<file path="config.mk">
export PLATFORM = sky130hd
export DESIGN_NAME = vref_slew_limiter
export DESIGN_NICKNAME = d
export VERILOG_FILES = /design/src/rtl/vsl_pkg.sv /design/src/rtl/vsl_target_sel.sv /design/src/rtl/vsl_rate_sel.sv /design/src/rtl/vsl_ramp_core.sv /design/src/rtl/vref_slew_limiter.sv
export SDC_FILE = /design/constraint.sdc
export NUM_CORES = 1
export LEC_CHECK = 0
export BUFFER_PORTS_ARGS = -buffer_cell sky130_fd_sc_hd__buf_2
export CAP_MARGIN = 5
export CORE_MARGIN = 5
export CORE_UTILIZATION = 63
export DETAILED_ROUTE_END_ITERATION = 10
export HOLD_SLACK_MARGIN = 0.08
export MAX_ROUTING_LAYER = met4
export PLACE_DENSITY = 0.88
export SETUP_SLACK_MARGIN = 0.05
export SYNTH_ARGS = -nofsm -noshare
export SYNTH_HDL_FRONTEND = slang
export SYNTH_SLANG_ARGS = --single-unit
</file>
<file path="constraint.sdc">
create_clock -name clk -period 13.7 [get_ports clk]
set_clock_uncertainty 0.2 [all_clocks]
set_input_delay 1.37 -clock clk [delete_from_list [all_inputs] [get_ports clk]]
set_output_delay 1.37 -clock clk [all_outputs]
set_load 0.02 [all_outputs]
</file>
<file path="src/rtl/vsl_pkg.sv">
`timescale 1ns/1ps
package vsl_pkg;

    // where the per-tick step size comes from
    typedef enum logic [1:0] {
        RATE_SOFT = 2'd0,
        RATE_FAST = 2'd1,
        RATE_SLOW = 2'd2
    } rate_src_e;

    // which way the ramp moves on the next tick
    typedef enum logic [1:0] {
        DIR_HOLD = 2'd0,
        DIR_UP   = 2'd1,
        DIR_DOWN = 2'd2
    } ramp_dir_e;

endpackage

</file>
<file path="src/rtl/vsl_target_sel.sv">
`timescale 1ns/1ps
module vsl_target_sel #(
    parameter int CODE_W = 10
) (
    input  logic              startup_mode,
    input  logic [CODE_W-1:0] bus_code,
    input  logic [CODE_W-1:0] dflt_code,
    output logic [CODE_W-1:0] tgt_code
);

    always_comb begin
        if (startup_mode) begin
            tgt_code = dflt_code;   // startup sub-mode: default register wins
        end else begin
            tgt_code = bus_code;
        end
    end

endmodule

</file>
<file path="src/rtl/vsl_rate_sel.sv">
`timescale 1ns/1ps
module vsl_rate_sel
    import vsl_pkg::*;
#(
    parameter int CODE_W    = 10,
    parameter int SS_W      = 8,
    parameter int FAST_STEP = 100,
    parameter int SLOW_STEP = 1
) (
    input  logic              clk,
    input  logic              rst_n,
    input  logic              ss_active,
    input  logic [SS_W-1:0]   ss_step,
    input  logic              slew_slow,
    output logic [CODE_W-1:0] step
);

    localparam logic [CODE_W-1:0] FAST_C = CODE_W'(FAST_STEP);
    localparam logic [CODE_W-1:0] SLOW_C = CODE_W'(SLOW_STEP);

    logic [CODE_W-1:0] ss_ext;
    rate_src_e         src;

    generate
        if (SS_W < CODE_W) begin : g_ss_pad
            assign ss_ext = {{(CODE_W-SS_W){1'b0}}, ss_step};
        end else begin : g_ss_trim
            assign ss_ext = ss_step[CODE_W-1:0];
        end
    endgenerate

    always_comb begin
        if (ss_active) begin
            src = RATE_SOFT;
        end else if (slew_slow) begin
            src = RATE_SLOW;
        end else begin
            src = RATE_FAST;
        end
    end

    always_comb begin
        unique case (src)
            RATE_SOFT: step = ss_ext;
            RATE_SLOW: step = SLOW_C;
            default:   step = FAST_C;
        endcase
    end

    AST_SOFT_FOLLOWS_RISE: assert property (@(posedge clk) disable iff (!rst_n)
        ss_active |-> (step == ss_ext));
    AST_NORMAL_RATE_SET: assert property (@(posedge clk) disable iff (!rst_n)
        !ss_active |-> ((slew_slow && step == SLOW_C) || (!slew_slow && step == FAST_C)));

endmodule

</file>
<file path="src/rtl/vsl_ramp_core.sv">
`timescale 1ns/1ps
module vsl_ramp_core
    import vsl_pkg::*;
#(
    parameter int CODE_W     = 10,
    parameter int RESET_CODE = 0
) (
    input  logic              clk,
    input  logic              rst_n,
    input  logic              tick,
    input  logic [CODE_W-1:0] tgt_code,
    input  logic [CODE_W-1:0] step,
    output logic [CODE_W-1:0] vref_code,
    output logic              at_target
);

    typedef struct packed {
        logic [CODE_W-1:0] vref;
    } ramp_st_t;

    ramp_st_t          st_q, st_d;
    ramp_dir_e         dir;
    logic [CODE_W-1:0] gap;
    logic [CODE_W-1:0] move;

    always_comb begin
        if (tgt_code > st_q.vref) begin
            dir = DIR_UP;
            gap = tgt_code - st_q.vref;
        end else if (tgt_code < st_q.vref) begin
            dir = DIR_DOWN;
            gap = st_q.vref - tgt_code;
        end else begin
            dir = DIR_HOLD;
            gap = '0;
        end
        // final step clipped to the remaining distance
        move = (step < gap) ? step : gap;

        st_d = st_q;
        if (tick) begin
            unique case (dir)
                DIR_UP:   st_d.vref = st_q.vref + move;
                DIR_DOWN: st_d.vref = st_q.vref - move;
                default:  st_d.vref = st_q.vref;
            endcase
        end
    end

    always_ff @(posedge clk) begin
        if (!rst_n) begin
            st_q.vref <= CODE_W'(RESET_CODE);
        end else begin
            st_q <= st_d;
        end
    end

    assign vref_code = st_q.vref;
    assign at_target = (dir == DIR_HOLD);

    AST_HOLD_NO_TICK: assert property (@(posedge clk) disable iff (!rst_n)
        !tick |=> $stable(vref_code));
    AST_NO_OVERSHOOT_UP: assert property (@(posedge clk) disable iff (!rst_n)
        (tick && tgt_code > vref_code) |=> (vref_code <= $past(tgt_code) && vref_code >= $past(vref_code)));
    AST_NO_OVERSHOOT_DN: assert property (@(posedge clk) disable iff (!rst_n)
        (tick && tgt_code < vref_code) |=> (vref_code >= $past(tgt_code) && vref_code <= $past(vref_code)));
    AST_STEP_BOUND_UP: assert property (@(posedge clk) disable iff (!rst_n)
        (tick && tgt_code > vref_code) |=> ((vref_code - $past(vref_code)) <= $past(step)));
    AST_AT_TARGET_STILL: assert property (@(posedge clk) disable iff (!rst_n)
        at_target |=> $stable(vref_code));

endmodule

</file>
<file path="src/rtl/vref_slew_limiter.sv">
`timescale 1ns/1ps
module vref_slew_limiter #(
    parameter int CODE_W     = 10,
    parameter int SS_W       = 8,
    parameter int FAST_STEP  = 100,
    parameter int SLOW_STEP  = 1,
    parameter int RESET_CODE = 0
) (
    input  logic              clk,
    input  logic              rst_n,
    input  logic              tick,
    input  logic              startup_mode,
    input  logic [CODE_W-1:0] bus_code,
    input  logic [CODE_W-1:0] dflt_code,
    input  logic              ss_active,
    input  logic [SS_W-1:0]   ss_step,
    input  logic              slew_slow,
    output logic [CODE_W-1:0] vref_code,
    output logic              at_target
);

    logic [CODE_W-1:0] tgt_code;
    logic [CODE_W-1:0] step;

    vsl_target_sel #(.CODE_W(CODE_W)) u_tgt (
        .startup_mode (startup_mode),
        .bus_code     (bus_code),
        .dflt_code    (dflt_code),
        .tgt_code     (tgt_code)
    );

    vsl_rate_sel #(
        .CODE_W    (CODE_W),
        .SS_W      (SS_W),
        .FAST_STEP (FAST_STEP),
        .SLOW_STEP (SLOW_STEP)
    ) u_rate (
        .clk       (clk),
        .rst_n     (rst_n),
        .ss_active (ss_active),
        .ss_step   (ss_step),
        .slew_slow (slew_slow),
        .step      (step)
    );

    vsl_ramp_core #(
        .CODE_W     (CODE_W),
        .RESET_CODE (RESET_CODE)
    ) u_core (
        .clk       (clk),
        .rst_n     (rst_n),
        .tick      (tick),
        .tgt_code  (tgt_code),
        .step      (step),
        .vref_code (vref_code),
        .at_target (at_target)
    );

    AST_SOURCE_STARTUP: assert property (@(posedge clk) disable iff (!rst_n)
        (startup_mode && at_target) |-> (vref_code == dflt_code));

endmodule

</file>
[After elaboration in Yosys (flattened, before gate mapping)]
Cells that the tools add are included.
Word-level totals
  flip-flop bits (word level): 10
  bits in latches: 0
  bits in writable memories: 0
  ROM bits: 0
  bits of input ports: 34
  output and inout port bits: 11
  logic and storage cells: 25
  memories: 0
Cells by class
  $add $sub $neg: 4
  multipliers: 0
  divide/modulo/power cells: 0
  magnitude comparators: 3
  equal/unequal tests: 3
  shifts and indexed selects: 0
  muxes and demuxes: 10
  bitwise logic cells: 0
  reductions and logical operators: 4
Operators with widths (count)
  $mux W10: 4
  $sub A10 B10 Y10: 3
  $pmux W10 S2: 1
  $pmux W8 S2: 1
  $add A10 B10 Y10: 1
  $gt A10 B10 Y1: 1
  $lt A10 B10 Y1: 1
  $lt A8 B10 Y1: 1
  $mux W2: 4
  $eq A2 B2 Y1 const B: 2
  $logic_not A2 Y1: 2
  $eq A2 B1 Y1 const B: 1
  $reduce_and A2 Y1: 1
  $reduce_bool A2 Y1: 1

[Depth between registers and ports, before layout]
  depth in word-level cells: 8
  depth in mapped cells: 36
  mapped depth without buffers: 33

[Modules after synthesis]
A second synthesis with hierarchy kept.
Unflattened totals
  cell total of the unflattened synthesis: 352
  area total of the unflattened synthesis: 2582.5 µm²
Modules (own cells, without submodules)
  vsl_ramp_core: times used 1, cells an instance 326, area an instance 2321.0 µm², sequential area each 200.2 µm²
  vsl_target_sel: times used 1, cells an instance 11, area an instance 161.4 µm², sequential area each 0.0 µm²
  vsl_rate_sel: times used 1, cells an instance 15, area an instance 100.1 µm², sequential area each 0.0 µm²

[Worst setup path before layout]
No wires, ideal clock.
  kind: input-to-reg
  start point: input port startup_mode
  end point: register u_core.st_q (netlist bit u_core.vref_code[9])
  library setup time: 0.070 ns
  arrival: 7.842 ns
  data required time: 13.430 ns
  slack: 5.588 ns
  stages: 34
  path buffers: 5
  path through: clkbuf_1 mux2i_1 inv_1 fa_1 nand3_1 a21oi_4 o21ai_1 buf_6 buf_2 nor2_1 o31ai_1 inv_1 ha_1 and4_1 a221oi_1 o211ai_1 o211a_1 a21oi_1 a31o_1 buf_6 clkbuf_1 a21oi_1 a211o_1 ha_1 nor2b_1 o21ai_0 nand2b_1 a21o_1 nand2_1 a21oi_1 a31o_2 xnor2_1 or3_1 a21boi_1
On the way
  cells in the longest elaborated chain, start to end: 8
  elaborated cells between the ends (all ways): 18
  classes of those cells: 4 x add/sub; 3 x order compare; 2 x eq/ne; 7 x mux; 2 x reduce/logical
Ends and longest elaborated chain
  start: declaration: RTL line vref_slew_limiter.sv:12  | input logic startup_mode,
  $mux W10 (*): RTL line vsl_target_sel.sv:12  | if (startup_mode) begin
  $sub A10 B10 Y10 or $lt A10 B10 Y1 (tied branches): RTL line vsl_ramp_core.sv:32, vsl_ramp_core.sv:30
  $mux W10: RTL line vsl_ramp_core.sv:30  | end else if (tgt_code < st_q.vref) begin
  $mux W10: RTL line vsl_ramp_core.sv:27  | if (tgt_code > st_q.vref) begin
  $lt A8 B10 Y1: RTL line vsl_ramp_core.sv:38  | move = (step < gap) ? step : gap;
  $mux W10: RTL line vsl_ramp_core.sv:38
  $sub A10 B10 Y10 or $add A10 B10 Y10 (tied branches): RTL line vsl_ramp_core.sv:44, vsl_ramp_core.sv:43
  $pmux W10 S2: RTL line vsl_ramp_core.sv:42  | unique case (dir)
  end signal: assignment: RTL line vsl_ramp_core.sv:54  | st_q <= st_d;
  end: declaration: RTL line vsl_ramp_core.sv:21  | ramp_st_t st_q, st_d;
Mark *: on every way between the ends. The rest lies on a longest branch, timed or not.
A chain may end at the register's enable or synchronous reset.

[Final worst setup path]
  start point: input port startup_mode
  end point: register u_core.st_q (netlist bit u_core.vref_code[8])
The elaborated chain is that of the path after synthesis.

==> summary.txt <==
Status
  – Run status: finished, final reports clean

Floorplan
  – Row count: 23
  – Die Area: roughly 5500 um2
  – Initial Utilization: 64.7%
  – Boundary pin count: 45
  – Width of the die: 74.1 um
  – Core Box Area: around 4000 um2
  – Die Ht: 74.1 um

Critical path
  – Endpoint class of the critical path: register
  – R2R Setup Slk: 5.95 ns
  – Crit start category: primary input
  – Crit path arrival time: 8.96 ns
  – Largest stage delay, worst path: 0.59 ns
  – Crit Path Class: in2reg
  – Slowest-stage cell, CP: o31ai_1
  – Most frequent CP cell: a21o_1
  – Crit path from: startup_mode
  – CP Data Required Time: 13.64 ns
  – CP Max Fanout: 18
  – R2R Path Start: u_core.vref_code[1]$_SDFFE_PN0P_

Detailed routing
  – Drt pass-1 iters: 4
  – WL per Instance: ~15 um
  – Via Count: 2590
  – Antenna-violating nets left: 0
  – Initial DRC Count: around 150
  – DRC viols: 0
  – Via/cell ratio: roughly 6.1
  – WL final: 6.54 mm

Clock network
  – CTS tree: built
  – TritonCTS buffer count: 3
  – Sink Count: 10
  – CTS Buffer Depth: 2
  – Setup Buffers After CTS: 0
  – Post-CTS Resized: 0
  – Clock Latency Late Sink: 0.24 ns
  – Clk slew on worst S/H paths: roughly 0.050 ns
  – CTS Hold Bufs: 0
  – H-tree Lvls: 1
  – Clk root buf: clkbuf_8

STA
  – Peak Freq: 111 MHz
  – Tcrit/Tclk final: 65.8%
  – Setup TNS: 0 ns
  – Pins Over Slew Limit: 0
  – Hold_ws: 0.296 ns
  – Final Critical Period: between 9 and 10 ns
  – Relative max-transition margin: between 30% and 40%
  – Final hold vios: 0
  – Unrepaired setup endpoints after global routing: no
  – Setup violations, final: 0
  – Worst Max-Slew Pin Slew: 0.935 ns

Global route
  – Vias in the first global route: 2489
  – First-pass GRT wire length: 10.9 mm
  – Largest net degree at the start of global routing: 21
  – Total GRT Usage: 25.6%
  – Initial antenna violation count: 0
  – Total congestion overflow: 0

Pwr
  – Internal power: roughly 0.33 mW
  – NetSw: 0.390 mW
  – Total power divided by cell area: 254 nW/um2
  – Sequential power share: 7.4%
  – Clock Power Share: around 5.2%
  – Worst vdd ir: approximately 190 uV
  – Leak pwr: 1.39 nW
  – Net Sw Frac: 54.4%
  – Gate power share: 87.4%

Layout
  – Layout area overhead: 9.04%
  – N_diodes: 0
  – Multi-input gate area: 2140 um2
  – Max reg flops: 10
  – Top Registers: u_core.vref_code x10
  – Nets: 446
  – Fillcell total: 317
  – Register area: 200 um2
  – Largest Register: u_core.vref_code
  – Fraction of layout instances using a drive strength above 1: 17.7%

Logic synthesis
  – Ranking of synthesized cells by area: ha_1 17%, dfxtp_1 7.7%, mux2i_1 5.4%
  – Post-synth EDFFs: 0
  – Leading area contributor after synthesis: ha_1
  – Share of the synthesized area in the top cell type: 16.9%
  – Synth Instances: 340
  – Synth cell count leaders: 35 x ha_1, 35 x inv_1, 24 x nand2_1
  – Share of async-settable or async-resettable flops after synthesis: 0%
  – Post-synthesis sequential area ratio: 7.74%
  – Mapped Nets: 412
  – Synthesis-stage register bit count: 10
  – Yosys cell types: 67
  – YS warnings: 0
  – Post-Syn Area: 2590 um2
  – Syn avg cell area: 7.61 um2
  – Main synth FF type: dfxtp_1

Worst hold path
  – Hold Startpoint: u_core.vref_code[9]$_SDFFE_PN0P_
  – Worst hold path type: reg2reg

Run
  – Total of max-cap violations: 0

Place
  – GPL Wtd Cong: 0.994
  – Hpwl dp: 5.34 mm
  – I/O Buffers: 44
path summary, 6_finish.rpt:
kind,endpoint,cells past startpoint
max,u_core.vref_code[8]$_SDFFE_PN0P_,33
min,u_core.vref_code[9]$_SDFFE_PN0P_,2
max reg2reg,u_core.vref_code[8]$_SDFFE_PN0P_,31
min reg2reg,u_core.vref_code[9]$_SDFFE_PN0P_,2
through the flow:
step / setup slack, ns / total power, mW / utilization, % / instances / area, um2
finish: 4.68 / 0.716 / 70.5 / 423 / 2820
global route: 4.13 / 0.787 / 70.5 / 423 / 2820
CTS: 4.76 / 0.708 / 70.5 / 423 / 2820
detailed placement: 4.59 / 0.662 / 69.2 / 419 / 2770
global placement: 4.99 / 0.639 / 69.2 / 419 / 2770
floorplan: 5.59 / 0.556 / - / 340 / 2590
power groups by stage:
stage | registers (mW) | clock network [mW] | logic [mW]
2_1_floorplan | 0.0610 | 0 | 0.494
3_3_place_gp | 0.0521 | 0 | 0.587
3_5_place_dp | 0.0531 | 0 | 0.609
4_1_cts | 0.0526 | 0.0378 | 0.618
5_1_grt | 0.0549 | 0.0391 | 0.693
6_report | 0.0528 | 0.0375 | 0.626
critical path, delay by kind of cell:
kind,cells,cell delay [ns]
AOI/OAI and AO/OA,16,4.06
xor gates and xnor gates,1,0.17
adders and majority gates,3,1.11
buffers and inverters,4,0.80
muxes,1,0.41
and+or+nand+nor,8,1.00
layout by cell type (no fill, tap or decap), types with 4 or more instances in the layout:
| cell type | n |
|---|---|
| and2_1 | 13 |
| buf_2 | 44 |
| ha_1 | 35 |
| a21o_1 | 12 |
| nor2b_1 | 5 |
| a211oi_1 | 6 |
| dfxtp_1 | 10 |
| inv_1 | 35 |
| o211ai_1 | 8 |
| and3_1 | 4 |
| a21oi_1 | 18 |
| nor3_1 | 13 |
| nand2b_1 | 7 |
| nand3_1 | 6 |
| mux2i_1 | 14 |
| xnor2_1 | 7 |
| clkbuf_8 | 4 |
| o21ai_0 | 21 |
| nand2_1 | 24 |
| nor2_1 | 15 |
| a221oi_1 | 6 |
| xor2_1 | 5 |
per-layer routing:
layer | part of all wire, % | vias up | global-route usage, % | routed length, um
li1 | - | 1313 | - | -
met3 | 6.5 | 16 | 0.946 | 422
met5 | 0 | - | - | 0
met2 | 48 | 91 | 43.0 | 3130
met4 | 2.3 | 0 | 9.26 | 153
met1 | 43 | 1170 | 32.5 | 2830
final cells by class:
cell class,instances,share of cell area (%)
Multi-Input combinational cell,279,76.0
Timing Repair Buffer,45,8.07
Sequential cell,10,7.10
Inverter,35,4.66
Tap cell,50,2.22
Clock buffer,4,1.95
kinds of logic (layout without fill, tap and decap cells):
family                     count (synthesis)  in the layout  share of synthesized area, %
and+or+nand+nor                          109            109                          23.5
adders and majority gates                 38             38                          19.2
xor gates and xnor gates                  12             12                          4.06
buffers and inverters                     51             84                          9.38
muxes                                     15             15                          5.85
DFF                                       10             10                          7.74
AOI/OAI and AO/OA                        105            105                          30.2
No activity file was read; power rests on OpenSTA's default activity.
